### config.mk
export PLATFORM = sky130hd
export DESIGN_NAME = vid_sync_timer
export DESIGN_NICKNAME = d
export VERILOG_FILES = /design/src/rtl/vid_sync_timer.sv
export SDC_FILE = /design/constraint.sdc
export NUM_CORES = 1
export LEC_CHECK = 0
export BUFFER_PORTS_ARGS = -buffer_cell sky130_fd_sc_hd__buf_2
export CORE_MARGIN = 2
export CORE_UTILIZATION = 50
export DETAILED_ROUTE_END_ITERATION = 8
export GPL_ROUTABILITY_DRIVEN = 0
export PLACE_DENSITY = 0.67
export SLEW_MARGIN = 20
export SYNTH_ARGS = -nofsm -noshare
export SYNTH_HDL_FRONTEND = slang
export SYNTH_SLANG_ARGS = --single-unit
### constraint.sdc
create_clock -name clk -period 5.3 [get_ports clk]
set_input_delay 1.06 -clock clk [delete_from_list [all_inputs] [get_ports clk]]
set_output_delay 1.06 -clock clk [all_outputs]
set_load 0.01 [all_outputs]
### src/rtl/vid_sync_timer.sv
module vid_sync_timer #(
  parameter int VW = 24,
  parameter int HW = 16,
  parameter int AW = 4
) (
  input  logic          clk,
  input  logic          rst_n,
  input  logic          enable,
  input  logic          wr_en,
  input  logic [AW-1:0] wr_addr,
  input  logic [VW-1:0] wr_data,
  output logic          vsync,
  output logic          hsync,
  output logic          de,
  output logic [HW-1:0] pix_x,
  output logic [HW-1:0] line_y
);

  typedef enum logic [1:0] {V_IDLE, V_WAIT, V_HIGH, V_LOW} vst_t;
  typedef enum logic [1:0] {T_OFF, T_WAIT, T_HI, T_LO} tst_t;

  function automatic logic [VW-1:0] dec1(input logic [VW-1:0] x);
    return (x == '0) ? '0 : x - 1'b1;
  endfunction

  logic [VW-1:0] sh_vdly, sh_vhi, sh_vlo, ac_vlo;
  logic [VW-1:0] sh_tdly [2];
  logic [HW-1:0] sh_thi [2], sh_tlo [2], sh_tcnt [2];
  logic [HW-1:0] ac_thi [2], ac_tlo [2];

  vst_t          vst;
  logic [VW-1:0] vrem;
  logic          fs_go;
  logic [1:0]    tout, tend;

  always_ff @(posedge clk or negedge rst_n) begin
    if (!rst_n) begin
      sh_vdly <= '0;
      sh_vhi  <= '0;
      sh_vlo  <= '0;
      for (int i = 0; i < 2; i++) begin
        sh_tdly[i] <= '0;
        sh_thi[i]  <= '0;
        sh_tlo[i]  <= '0;
        sh_tcnt[i] <= '0;
      end
    end else if (wr_en) begin
      case (wr_addr)
        AW'(0):  sh_vdly    <= wr_data;
        AW'(1):  sh_vhi     <= wr_data;
        AW'(2):  sh_vlo     <= wr_data;
        AW'(3):  sh_tdly[0] <= wr_data;
        AW'(4):  sh_thi[0]  <= wr_data[HW-1:0];
        AW'(5):  sh_tlo[0]  <= wr_data[HW-1:0];
        AW'(6):  sh_tcnt[0] <= wr_data[HW-1:0];
        AW'(7):  sh_tdly[1] <= wr_data;
        AW'(8):  sh_thi[1]  <= wr_data[HW-1:0];
        AW'(9):  sh_tlo[1]  <= wr_data[HW-1:0];
        AW'(10): sh_tcnt[1] <= wr_data[HW-1:0];
        default: ;
      endcase
    end
  end

  always_comb begin
    fs_go = 1'b0;
    if (enable) begin
      case (vst)
        V_IDLE:  fs_go = (sh_vdly == '0);
        V_WAIT:  fs_go = (vrem == '0);
        V_LOW:   fs_go = (vrem == '0);
        default: fs_go = 1'b0;
      endcase
    end
  end

  always_ff @(posedge clk or negedge rst_n) begin
    if (!rst_n) begin
      ac_vlo <= '0;
      for (int i = 0; i < 2; i++) begin
        ac_thi[i] <= '0;
        ac_tlo[i] <= '0;
      end
    end else if (!enable || fs_go) begin
      ac_vlo <= sh_vlo;
      for (int i = 0; i < 2; i++) begin
        ac_thi[i] <= sh_thi[i];
        ac_tlo[i] <= sh_tlo[i];
      end
    end
  end

  always_ff @(posedge clk or negedge rst_n) begin
    if (!rst_n) begin
      vst  <= V_IDLE;
      vrem <= '0;
    end else if (!enable) begin
      vst  <= V_IDLE;
      vrem <= '0;
    end else if (fs_go) begin
      vst  <= V_HIGH;
      vrem <= dec1(sh_vhi);
    end else begin
      case (vst)
        V_IDLE: begin
          vst  <= V_WAIT;
          vrem <= sh_vdly - 1'b1;
        end
        V_HIGH: begin
          if (vrem == '0) begin
            vst  <= V_LOW;
            vrem <= dec1(ac_vlo);
          end else begin
            vrem <= vrem - 1'b1;
          end
        end
        default: vrem <= vrem - 1'b1;
      endcase
    end
  end

  assign vsync = (vst == V_HIGH);

  for (genvar g = 0; g < 2; g++) begin : g_train
    tst_t          tst;
    logic [VW-1:0] trem;
    logic [HW-1:0] tleft;

    always_ff @(posedge clk or negedge rst_n) begin
      if (!rst_n) begin
        tst   <= T_OFF;
        trem  <= '0;
        tleft <= '0;
      end else if (!enable) begin
        tst   <= T_OFF;
        trem  <= '0;
        tleft <= '0;
      end else if (fs_go) begin
        tleft <= sh_tcnt[g] - 1'b1;
        if (sh_tcnt[g] == '0) begin
          tst  <= T_OFF;
          trem <= '0;
        end else if (sh_tdly[g] == '0) begin
          tst  <= T_HI;
          trem <= dec1(VW'(sh_thi[g]));
        end else begin
          tst  <= T_WAIT;
          trem <= sh_tdly[g] - 1'b1;
        end
      end else begin
        case (tst)
          T_WAIT: begin
            if (trem == '0) begin
              tst  <= T_HI;
              trem <= dec1(VW'(ac_thi[g]));
            end else trem <= trem - 1'b1;
          end
          T_HI: begin
            if (trem == '0) begin
              tst  <= T_LO;
              trem <= dec1(VW'(ac_tlo[g]));
            end else trem <= trem - 1'b1;
          end
          T_LO: begin
            if (trem == '0) begin
              if (tleft == '0) tst <= T_OFF;
              else begin
                tst   <= T_HI;
                tleft <= tleft - 1'b1;
                trem  <= dec1(VW'(ac_thi[g]));
              end
            end else trem <= trem - 1'b1;
          end
          default: ;
        endcase
      end
    end

    assign tout[g] = (tst == T_HI);
    assign tend[g] = (tst == T_HI) && (trem == '0);
  end

  assign hsync = tout[0];
  assign de    = tout[1];

  always_ff @(posedge clk or negedge rst_n) begin
    if (!rst_n) begin
      pix_x  <= '0;
      line_y <= '0;
    end else if (!enable) begin
      pix_x  <= '0;
      line_y <= '0;
    end else begin
      if (fs_go)        line_y <= '0;
      else if (tend[1]) line_y <= line_y + 1'b1;
      if (!fs_go && de && !tend[1]) pix_x <= pix_x + 1'b1;
      else                          pix_x <= '0;
    end
  end

  a_r7_quiet_when_off: assert property (@(posedge clk) disable iff (!rst_n)
    !enable |=> (!vsync && !hsync && !de && pix_x == '0 && line_y == '0));

  a_r1_vs_needs_enable: assert property (@(posedge clk) disable iff (!rst_n)
    vsync |-> $past(enable));

  a_r6_pix_starts_zero: assert property (@(posedge clk) disable iff (!rst_n)
    $rose(de) |-> pix_x == '0);

  a_r6_pix_steps: assert property (@(posedge clk) disable iff (!rst_n)
    (de && $past(de) && !$rose(vsync)) |-> pix_x == $past(pix_x) + 1'b1);

  a_r6_line_zero_at_frame: assert property (@(posedge clk) disable iff (!rst_n)
    $rose(vsync) |-> line_y == '0);

endmodule

; ---- Word-level counts from Yosys, hierarchy flattened
; Index checks and enable logic that the tools add are counted.
[totals]
register_bits = 446
input_bits = 32
out_inout_bits = 35
wordCells = 199
[classes]
addsub = 20
eq_ne = 38
n_mux = 69
reduce_logical = 46
[ops]
columns = operator, count
row1 = two-way mux 24 bit, 27
row2 = two-way mux 16 bit, 15
row3 = logical NOT 24 bit, 8
row4 = "subtractor 24 x 1 -> 24 bit, second input constant", 8
row5 = logical NOT 16 bit, 10
row6 = case mux 24 bit (3 select lines), 2
row7 = "subtractor 16 x 1 -> 17 bit, second input constant", 6
row8 = "subtractor 16 x 1 -> 16 bit, second input constant", 4
row9 = case mux 24 bit (2 select lines), 1
row10 = two-way mux 2 bit, 19
row11 = "adder 16 x 1 -> 16 bit, second input constant", 2
row12 = AND reduction 2 bit, 14
row13 = "== test 4 x 3 -> 1 bit, second input constant", 4
row14 = "!= test 4 bit, second input constant", 4
row15 = "!= test 3 x 1 -> 1 bit, second input constant", 5
row16 = "== test 2 bit, second input constant", 6
row17 = "== test 4 bit, second input constant", 3
row18 = "!= test 4 x 2 -> 1 bit, second input constant", 3
row19 = case mux 2 bit (3 select lines), 2
row20 = "!= test 5 x 1 -> 1 bit, second input constant", 2
row21 = "!= test 5 bit, second input constant", 2
row22 = "== test 4 x 2 -> 1 bit, second input constant", 2
row23 = AND reduction 4 bit, 2
row24 = "== test 2 x 1 -> 1 bit, second input constant", 3
row25 = 13 further kinds, 19

; ---- Depth between registers and ports, before layout
; Gate-level depths: netlist of the first run.
[logic_depth]
word_depth = 9
ltp_mapped = 14
depth_no_buf = 11

; ---- Least setup slack after synthesis of the first run
; OpenSTA, ideal clock, no wires.
[synth_timing]
kind = reg2reg
from = register sh_vdly[3]
to = register g_train[0].tleft[8]
setup_ps = 121
arrival_time_ps = 3018
setup_slack_ps = 2161
path_stages_with_launch = 13
n_path_buf = 3
synth_period_minus_slack_ps = 3139
path_cell_list = dfrtp_1 -> nor4_1 -> or3b_1 -> buf_2 -> nor4_4 -> o21ai_1 -> buf_1 -> mux2i_1 -> ha_1 -> clkbuf_1 -> o21ai_0 -> mux2i_1 -> a22o_1
[synth_via]
elab_chain_cells = 5
elab_cells_between_ends = 9
classes_between = 3 x eq/ne / 4 x mux / 2 x reduce/logical
[synth_rtl]
columns = element, line_no
row1 = start: declaration, 26  ; logic [VW-1:0] sh_vdly, sh_vhi, sh_vlo, ac_vlo;
row2 = start signal: assignment, 49  ; AW'(0): sh_vdly <= wr_data;
row3 = logical NOT 24 bit (*), 69  ; V_IDLE: fs_go = (sh_vdly == '0);
row4 = case mux 1 bit (2 select lines) (*), 68  ; case (vst)
row5 = two-way mux 1 bit (*), 67  ; if (enable) begin
row6 = != test 3 x 1 -> 1 bit (no line) (tied with other cells), n/a
row7 = AND reduction 3 bit (no line) or two-way mux 16 bit (tied branches), n/a
row8 = end signal: assignment, 139  ; tleft <= sh_tcnt[g] - 1'b1;
row9 = end signal: assignment, 169  ; tleft <= tleft - 1'b1;
row10 = end: declaration, 127  ; logic [HW-1:0] tleft;
; Every way passes the cells marked *; elsewhere a longest branch is shown, timed or not.
; A chain may end at the register's enable or synchronous reset.

; ---- Worst setup path after layout of the first run
[layout_timing]
from = register sh_vdly[3]
to = register g_train[0].trem[4]
[layout_via]
elab_chain_cells = 5
elab_cells_between_ends = 8
classes_between = 2 x eq/ne / 4 x mux / 2 x reduce/logical
[layout_rtl]
columns = element, line_no
row1 = logical NOT 24 bit (*), 69
row2 = case mux 1 bit (2 select lines) (*), 68
row3 = two-way mux 1 bit (*), 67
row4 = != test 5 bit (no line) (tied with other cells), n/a
row5 = AND reduction 2 bit (no line) or two-way mux 24 bit (tied branches), n/a
row6 = end signal: assignment, 145  ; trem <= dec1(VW'(sh_thi[g]));
row7 = end signal: assignment, 148  ; trem <= sh_tdly[g] - 1'b1;
row8 = end signal: assignment, 155  ; trem <= dec1(VW'(ac_thi[g]));
row9 = end: declaration, 126  ; logic [VW-1:0] trem;
; Marks and branches as above.

==> summary.txt, run 1 <==
GRT
  • Largest net degree at the start of global routing: 98
  • Via count of the first global-routing pass: 20300
  • First-pass GRT wire length: 116000 um
  • GR Overflow Total: 0
  • Overall Global Routing Usage: 0.279
  • Initial antenna violation count: 8

Floorplan
  • Die width: 228 um
  • CORE AREA: 49800 um^2
  • Die area: between 50000 and 60000 um^2
  • Starting Density: 0.503
  • Ports: 67
  • Die height: 228 um
  • FP Rows: 82

Logic synthesis
  • Netlist cell types: 73
  • Main synth FF type: dfrtp_1
  • Mapped Area: 25000 um^2
  • Fraction of registers with async set/reset: 1.00
  • EDFF count, synth: 0
  • Post-synthesis sequential area ratio: 0.446
  • Gate Count Post-Synth: 2668
  • Mapped Avg Cell Area: 9.38 um^2
  • Yosys reg bits: 446
  • Warnings from Yosys: 0
  • Mapped Nets: ~2700

Final layout
  • P&R area growth vs syn: 10.9%
  • Register area: 11200 um^2
  • Post-Layout Cell Count: approximately 3400
  • ANT cells: 0
  • Share of post-route cells with drive strength above 1: 0.159
  • Final net count: 2747
  • Area of the multi-input gates: 13200 um^2
  • Post-Layout Inst Area: 27800 um^2
  • Layout fillers: 4362

Routing
  • Met1 wire length: between 30000 and 40000 um
  • Top sig layer: met4
  • Initial detailed-routing violation count: between 2000 and 2500
  • Met2 Wirelength: 33200 um
  • DRT antenna net count: 0
  • DRC errors left: 0
  • Met3 WL post-DR: 5640 um
  • Drt first pass iters: 6
  • Mean routed wirelength per cell: between 20 and 25 um
  • Vias: 21000
  • Routed Wire Length: 72900 um
  • Vias per cell: 6.18

Clock tree
  • TritonCTS Buffers: a little under 50
  • Worst-path clk slew: 0.06 ns
  • PostCTS Resize Cnt: 0
  • Hold buffer count at CTS: 0
  • Clock Path Buffers: 3
  • Worst-Skew Late Latency: 0.60 ns
  • Depth of the CTS H-tree: 2
  • TritonCTS clock tree: done
  • Clock root cell: clkbuf_16
  • TritonCTS sink count: approximately 450
  • Post-CTS Setup Bufs: 0

STA
  • Fin crit share: 0.731
  • Worst slew pin tran: 1.18 ns
  • Count of pins over their slew limit: 0
  • Fmax: roughly 0.26 GHz
  • Final Skew: 0.0228 ns
  • RSZ-0062 raised after global routing: false
  • Hold Fails Final Rpt: 0
  • Setup TNS: 0 ns
  • Final setup vio count: 0
  • Hold_ws: roughly 0.46 ns
  • Min Tclk post-route: 3.87 ns
  • Max-slew headroom: 0.203

Pwr
  • Power per Cell Area: 474 nW/um^2
  • Leak: 11.8 nW
  • Max VDD drop: 0.261 mV

Placement
  • DP Cell Count: roughly 3300
  • Placed Instance Area: around 26000 um^2
  • DPL Wire Length: 49100 um
  • Port Buffers: 66

Worst setup path
  • Crit path required time: 5.84 ns
  • CP Launch Type: flip-flop
  • CP Capture Type: flip-flop
  • R2R setup slack: 1.43 ns
  • CP Max Fanout: 24
  • Critical Path AT: 4.41 ns
  • CP Class: reg2reg

Status
  • Status: finished clean

Job
  • Maxcap violations: 0

Min path
  • Hold Crit Class: reg2reg
## cell type report
| class | instances | share of cell area |
|---|---|---|
| Sequential cell | 446 | 0.402 |
| Inverter | 45 | 0.00609 |
| Clock buffer | 69 | 0.0520 |
| Tap cell | 672 | 0.0303 |
| Clock inverter | 19 | 0.00838 |
| Timing Repair Buffer | 105 | 0.0246 |
| Multi-Input combinational cell | 2045 | 0.477 |
## critical path, stage by stage, from the launching register on
cell and delay, ns:
dfrtp_1 0.44, nor4_1 0.48, or3b_1 0.63, or3_1 0.55
a21oi_4 0.67, buf_4 0.29, nor2_1 0.13, a41o_1 0.30
nor3_1 0.14, o22a_1 0.15
## flip-flops by register name, indices dropped and copies added (netlist names), 24 cells and up
name,flops
ac_tlo,32
sh_vlo,24
vrem,24
g_train.trem,48
sh_thi,32
ac_thi,32
g_train.tleft,32
sh_tcnt,32
sh_vdly,24
sh_tdly,48
sh_tlo,32
ac_vlo,24
sh_vhi,24
## cells in the mapped netlist, types with 49 or more instances
master    number  area share
a21oi_1       70       0.014
clkbuf_1     103       0.015
dfrtp_1      446        0.45
mux2_2       216       0.097
nand2_1      407       0.061
nand3_1       49      0.0098
nor2_1       214       0.032
nor3_1       147       0.029
nor4_1        67       0.017
o21ai_0      152       0.030
o22ai_1       64       0.016
xnor2_1      154       0.054
xor2_1        90       0.031
## per-stage QoR
| step | setup slack [ns] | power [W] | util |
|---|---|---|---|
| detailed placement | 1.51 | 0.00952 | 0.524 |
| finish | 1.43 | 0.0132 | 0.558 |
| floorplan | 2.16 | 0.00827 | - |
| CTS | 1.49 | 0.0131 | 0.558 |
| global placement | 1.45 | 0.00936 | 0.524 |
| global route | 1.14 | 0.0140 | 0.558 |
## report_power, final
| part | leakage, nW | switching [W] | internal [W] | total (W) |
|---|---|---|---|---|
| Combinational | 5.30 | 0.00249 | 0.00191 | 0.00440 |
| Sequential | 5.69 | 0.000987 | 0.00421 | 0.00520 |
| Clock | 0.829 | 0.00143 | 0.00214 | 0.00356 |
| Total | 11.8 | 0.00491 | 0.00826 | 0.0132 |
## kinds of logic (layout without fill, tap and decap cells)
family	Yosys count	in the layout	share of synthesized area
muxes	257	257	0.114
DFF	446	446	0.446
AOI/OAI and AO/OA	444	444	0.110
and+or+nand+nor	1077	1077	0.205
buffers and inverters	177	238	0.0285
adders and majority gates	23	23	0.0115
xor gates and xnor gates	244	244	0.0853
## worst paths after layout
path / cells after the start / from / endpoint
setup reg to reg: 9 / sh_vdly[3] / g_train[0].trem[4]
min in group asynchronous: 1 / rst_n / pix_x[4]
hold / removal: 2 / sh_vlo[16] / ac_vlo[16]
setup / recovery: 9 / sh_vdly[3] / g_train[0].trem[4]
hold reg to reg: 2 / sh_vlo[16] / ac_vlo[16]
max in group asynchronous: 2 / rst_n / sh_vhi[14]
## placed cells by master, fill, tap and decap left out, drive strengths merged, types with 69 or more instances in the layout
master	synthesis	layout
dfrtp	446	446
nand2	407	407
mux2	216	216
nor2	214	214
o21ai	166	166
xnor2	154	154
nor3	149	149
buf	29	105
xor2	90	90
a21oi	71	71
clkbuf	103	69
## routing by layer
| layer | global-route usage | vias up |
|---|---|---|
| li1 | - | 9556 |
| met1 | 0.398 | 10400 |
| met2 | 0.432 | 899 |
| met3 | 0.0386 | 160 |
| met4 | 0.106 | 0 |
| met5 | 0 | - |
No activity file was read; power rests on OpenSTA's default activity.
==> run 2: changes to the inputs <==
Settings changed: PLACE_DENSITY 0.67 to 0.7.
Clock period 5.3 ns to 3.5 ns, I/O delays scaled along.
==> summary.txt, run 2 (same netlist as run 1, synthesis figures left out) <==
Status
  • Status: finished clean (unchanged)

Pwr
  • Power Internal: 0.0125 W (was 0.00826 W)
  • Max VDD drop: 0.397 mV (was 0.261 mV)
  • P_sw: 0.00744 W (was 0.00491 W)
  • Logic pwr share: 0.345 (was 0.334)
  • Register share of total power: 0.395 (about the same)
  • Power per Cell Area: 711 nW/um^2 (was 474 nW/um^2)
  • Sw Share: 0.372 (was 0.373)
  • Clock share of power: 0.261 (was 0.271)
  • Leak: 12.0 nW (was 11.8 nW)

STA
  • Fin crit share: 0.949 (was 0.731)
  • Worst slew pin tran: 1.06 ns (was 1.18 ns)
  • RSZ-0062 raised after global routing: false (unchanged)
  • Count of pins over their slew limit: 0 (unchanged)
  • Fmax: 0.301 GHz (was 0.258 GHz)
  • Setup TNS: 0 ns (unchanged)
  • Max-slew headroom: 0.288 (was 0.203)
  • Hold Fails Final Rpt: 0 (unchanged)
  • Final Skew: 0.0180 ns (was 0.0228 ns)
  • Final setup vio count: 0 (unchanged)
  • Min Tclk post-route: 3.32 ns (was 3.87 ns)
  • Hold_ws: 0.126 ns (was 0.462 ns)

GRT
  • Overall Global Routing Usage: 0.282 (was 0.279)
  • First-pass GRT wire length: 116000 um (about the same)
  • Initial antenna violation count: 9 (was 8)
  • Via count of the first global-routing pass: 20600 (was 20300)
  • GR Overflow Total: 0 (unchanged)
  • Largest net degree at the start of global routing: 89 (was 98)

Routing
  • Mean routed wirelength per cell: 21.5 um (was 21.4 um)
  • DRC errors left: 0 (unchanged)
  • DRT antenna net count: 0 (unchanged)
  • Drt first pass iters: 6 (unchanged)
  • Routed Wire Length: 74100 um (was 72900 um)
  • Initial detailed-routing violation count: 2485 (was 2423)
  • Vias per cell: 6.17 (was 6.18)
  • Vias: 21200 (was 21000)

Worst setup path
  • R2R setup slack: 0.18 ns (was 1.43 ns)
  • CP Max Fanout: 10 (was 24)
  • CP Capture Type: flip-flop (unchanged)
  • Critical Path AT: 3.83 ns (was 4.41 ns)
  • CP Class: reg2reg (unchanged)
  • Crit path required time: 4.00 ns (was 5.84 ns)
  • CP Launch Type: flip-flop (unchanged)

Clock tree
  • Clock Path Buffers: 3 (unchanged)
  • TritonCTS sink count: 446 (unchanged)
  • Worst-path clk slew: 0.06 ns (about the same)
  • Clock root cell: clkbuf_16 (unchanged)
  • Post-CTS Setup Bufs: 0 (unchanged)
  • Depth of the CTS H-tree: 2 (unchanged)
  • TritonCTS clock tree: done (unchanged)
  • TritonCTS Buffers: 46 (was 49)
  • Worst-Skew Late Latency: 0.59 ns (was 0.60 ns)

Placement
  • Port Buffers: 66 (unchanged)
  • DPL Wire Length: 51000 um (was 49100 um)

Final layout
  • Layout fillers: 4269 (was 4362)
  • Commonest non-fill, non-tap cell in the layout: dfrtp_1 (unchanged)
  • Most frequent cells in the layout: 446 x dfrtp_1, 406 x nand2_1, 216 x mux2_2, 211 x nor2_1, 154 x xnor2_1 (was 446 x dfrtp_1, 406 x nand2_1, 216 x mux2_2, 210 x nor2_1, 154 x xnor2_1)
  • Largest regs: g_train.trem (48), sh_tdly (48) (unchanged)
  • P&R area growth vs syn: 12.2% (was 10.9%)
  • Share of post-route cells with drive strength above 1: 0.172 (was 0.159)
  • Final net count: 2789 (was 2747)

Min path
  • Hold Crit Class: in2async (was reg2reg)

Job
  • Maxcap violations: 0 (unchanged)

Floorplan
  • Die height: 228 um (unchanged)
  • CORE AREA: 49800 um^2 (unchanged)
  • Starting Density: 0.503 (unchanged)
  • Die width: 228 um (unchanged)
  • Ports: 67 (unchanged)
  • Die area: 51900 um^2 (unchanged)
  • FP Rows: 82 (unchanged)
## run 2: routing by layer
layer  vias to the layer above  GRT usage  share of wire
met3                       191     0.0359          0.074
li1                       9630          -              -
met4                         6      0.123          0.042
met1                     10500      0.382           0.42
met5                         -          0        0.00062
met2                       911      0.455           0.47
## run 2: final cells by class
type,count,area [um^2],share of cell area
well taps,672,841,0.0299
clock inverters,13,193,0.00686
inverters,45,169,0.00601
clock buffers,69,1400,0.0499
diodes,1,2.50,0.0000890
multi-input cells,2045,13300,0.472
repair buffers,150,1080,0.0386
flip-flops and latches,446,11200,0.397
## run 2: worst paths after layout
check / start / to / cells past startpoint
max: vrem[0] / g_train[1].tleft[12] / 12
min: rst_n / pix_x[13] / 1
max reg2reg: vrem[0] / g_train[1].tleft[12] / 12
min reg2reg: sh_tlo[23] / ac_tlo[23] / 2
max in group asynchronous: rst_n / sh_tdly[4] / 2
min in group clk: sh_tlo[23] / ac_tlo[23] / 2
## run 2: per-stage QoR
stage / worst slack (ns) / std cells / cell area (um^2) / total power [W] / util
global placement: 0.236 / 3357 / 26500 / 0.0143 / 0.532
detailed placement: 0.134 / 3357 / 26500 / 0.0146 / 0.532
floorplan: 0.361 / 2668 / 25000 / 0.0125 / -
CTS: 0.124 / 3439 / 28000 / 0.0199 / 0.564
global route: 0.00324 / 3440 / 28100 / 0.0211 / 0.565
finish: 0.179 / 3441 / 28100 / 0.0200 / 0.565
## run 2: timing repair
item	in CTS	in global routing
hold buffers	0	0
endpoints found under the setup margin	0	29
gates resized for setup	0	6
## run 2: power by group through the flow
| stage | combinational, W | clock [W] | sequential [W] |
|---|---|---|---|
| 2_1_floorplan | 0.00504 | 0 | 0.00748 |
| 3_3_place_gp | 0.00653 | 0 | 0.00781 |
| 3_5_place_dp | 0.00672 | 0 | 0.00789 |
| 4_1_cts | 0.00677 | 0.00528 | 0.00782 |
| 5_1_grt | 0.00757 | 0.00548 | 0.00806 |
| 6_report | 0.00689 | 0.00521 | 0.00788 |
## run 2: worst max-delay path, stage by stage (launching register included)
cell     delay, ns
dfrtp_1       0.41
inv_1         0.10
ha_1          0.15
nor4b_1       0.38
and4_1        0.28
and3_1        0.41
o21ai_1       0.10
buf_4         0.21
mux2i_1       0.18
ha_1          0.29
o21ai_1       0.18
or3_1         0.39
a31oi_1       0.16
==> run 3: changes to the inputs <==
Settings changed: CORE_MARGIN 2 to not set, CORE_UTILIZATION 50 to 35, PLACE_DENSITY 0.7 to 0.53.
Clock period 3.5 ns to 2.9 ns, I/O delays scaled along.
==> summary.txt, run 3 (same netlist as run 1, synthesis figures left out) <==
Floorplan
  • Die height: 269 um (was 228 um)
  • Die area: 72600 um^2 (was 51900 um^2)
  • CORE AREA: 70400 um^2 (was 49800 um^2)
  • Die width: 269 um (was 228 um)
  • FP Rows: 97 (was 82)
  • Ports: 67 (unchanged)
  • Starting Density: 0.356 (was 0.503)

Clock tree
  • TritonCTS Buffers: 50 (was 46)
  • Worst-Skew Late Latency: 0.61 ns (was 0.59 ns)
  • TritonCTS sink count: 446 (unchanged)
  • Worst-path clk slew: 0.06 ns (about the same)
  • Clock Path Buffers: 3 (unchanged)
  • Depth of the CTS H-tree: 2 (unchanged)
  • Clock root cell: clkbuf_16 (unchanged)
  • TritonCTS clock tree: done (unchanged)

Min path
  • Hold Crit Class: in2reg (was in2async)
  • Cell depth of the worst min-delay path: 2

Pwr
  • Leak: 13.0 nW (was 12.0 nW)
  • Logic pwr share: 0.380 (was 0.345)
  • Register share of total power: 0.365 (was 0.395)
  • Total Power: 0.0258 W (was 0.0200 W)
  • Max VDD drop: 0.466 mV (was 0.397 mV)
  • Power Internal: 0.0161 W (was 0.0125 W)
  • Power per Cell Area: 851 nW/um^2 (was 711 nW/um^2)
  • Sw Share: 0.374 (was 0.372)
  • P_sw: 0.00966 W (was 0.00744 W)
  • Clock share of power: 0.255 (was 0.261)

Routing
  • DRT antenna net count: 0 (unchanged)
  • Drt first pass iters: 5 (was 6)
  • Met2 Wirelength: 38400 um (was 34500 um)
  • Mean routed wirelength per cell: 21.1 um (was 21.5 um)
  • Initial detailed-routing violation count: 1606 (was 2485)
  • Vias per cell: 5.55 (was 6.17)
  • Met3 WL post-DR: 4240 um (was 5520 um)
  • Routed Wire Length: 81900 um (was 74100 um)
  • DRC errors left: 0 (unchanged)
  • Top sig layer: met4 (was met5)
  • Met1 wire length: 37200 um (was 30900 um)
  • Vias: 21600 (was 21200)

Placement
  • DPL Wire Length: 57400 um (was 51000 um)
  • Port Buffers: 66 (unchanged)

GRT
  • First-pass GRT wire length: 126000 um (was 116000 um)
  • GR Overflow Total: 0 (unchanged)
  • Initial antenna violation count: 8 (was 9)
  • Via count of the first global-routing pass: 21300 (was 20600)
  • Overall Global Routing Usage: 0.221 (was 0.282)
  • Largest net degree at the start of global routing: 82 (was 89)

STA
  • Setup TNS: 0 ns (unchanged)
  • Fmax: 0.353 GHz (was 0.301 GHz)
  • Worst slew pin tran: 0.751 ns (was 1.06 ns)
  • Max-slew headroom: 0.499 (was 0.288)
  • Fin crit share: 0.976 (was 0.949)
  • Final setup vio count: 0 (unchanged)
  • RSZ-0062 raised after global routing: true (was false)
  • Final Skew: 0.0338 ns (was 0.0180 ns)
  • Hold Fails Final Rpt: 0 (unchanged)
  • Min Tclk post-route: 2.83 ns (was 3.32 ns)
  • Count of pins over their slew limit: 0 (unchanged)

Worst setup path
  • CP Capture Type: flip-flop (unchanged)
  • Reg2Reg Depth: 11 (was 12)
  • R2R setup slack: 0.07 ns (was 0.18 ns)
  • Critical Path AT: 3.34 ns (was 3.83 ns)
  • CP Max Fanout: 8 (was 10)
  • CP Class: reg2reg (unchanged)
  • CP Launch Type: flip-flop (unchanged)
  • Crit path required time: 3.41 ns (was 4.00 ns)

Final layout
  • Largest regs: g_train.trem (48), sh_tdly (48) (unchanged)
  • Share of post-route cells with drive strength above 1: 0.244 (was 0.172)
  • Layout fillers: 6816 (was 4269)
  • Commonest non-fill, non-tap cell in the layout: dfrtp_1 (unchanged)
  • ANT cells: 0 (was 1)
  • P&R area growth vs syn: 21.0% (was 12.2%)
  • Final net count: 2964 (was 2789)
  • Most frequent cells in the layout: 446 x dfrtp_1, 399 x nand2_1, 231 x buf_4, 216 x mux2_2, 204 x nor2_1 (was 446 x dfrtp_1, 406 x nand2_1, 216 x mux2_2, 211 x nor2_1, 154 x xnor2_1)

Status
  • Status: finished clean (unchanged)

Job
  • Maxcap violations: 0 (unchanged)
## run 3: worst max-delay path: stages, from the launching register on
cell and delay, ns:
dfrtp_1 0.42, or4_4 0.54, nor4_2 0.15, buf_4 0.17, and4b_2 0.27, buf_4 0.18, nand4b_1 0.24, buf_6 0.22
buf_4 0.16, xnor2_1 0.13, nor2_1 0.06, a211oi_2 0.19
## run 3: power by group through the flow
stage	clock network (W)	logic, W	registers (W)
3_3_place_gp	0	0.00921	0.00933
4_1_cts	0.00676	0.00945	0.00932
6_report	0.00659	0.00980	0.00941
2_1_floorplan	0	0.00610	0.00903
5_1_grt	0.00700	0.0108	0.00962
3_5_place_dp	0	0.00936	0.00941
## run 3: area by class of cell
class                   instances  area, um^2  share of cell area
multi-input cells            2046       13600               0.449
flip-flops and latches        446       11200               0.368
well taps                     940        1180              0.0388
repair buffers                320        2480              0.0819
clock buffers                  73        1480              0.0488
inverters                      45         169             0.00557
clock inverters                20         219             0.00722
## run 3: layer usage
layer	vias up	global-route usage
met5	-	0
met4	0	0.0665
met3	119	0.0250
met2	626	0.364
met1	10900	0.303
li1	10000	-
## run 3: per-stage QoR
step	instances	setup slack [ns]	hold slack, ns	utilization	cell area [um^2]
floorplan	2668	0.0113	0.284	-	25100
global placement	3782	-0.106	0.447	0.399	28100
detailed placement	3782	-0.104	0.456	0.399	28100
CTS	3877	-0.0170	0.394	0.424	29900
global route	3890	-0.0711	0.402	0.431	30300
finish	3890	0.0698	0.412	0.431	30300
## run 3: worst paths after layout
path                                     start                  end
min                                wr_data[23]          sh_tdly[23]
min reg2reg                         sh_vlo[10]           ac_vlo[10]
min in group asynchronous                rst_n             pix_x[4]
max in group asynchronous                rst_n              vrem[7]
max                        g_train[1].trem[18]  g_train[1].tleft[0]
max reg2reg                g_train[1].trem[18]  g_train[1].tleft[0]
## run 3: what timing repair did
| item | in CTS | in global routing |
|---|---|---|
| gates resized for setup | 17 | 74 |
| endpoints found under the setup margin | 42 | 95 |
| cloned | 0 | 3 |
| setup buffers | 1 | 10 |
| hold endpoints to repair | 33 | 0 |
| pin swaps | 2 | 21 |
| hold buffers | 1 | 0 |
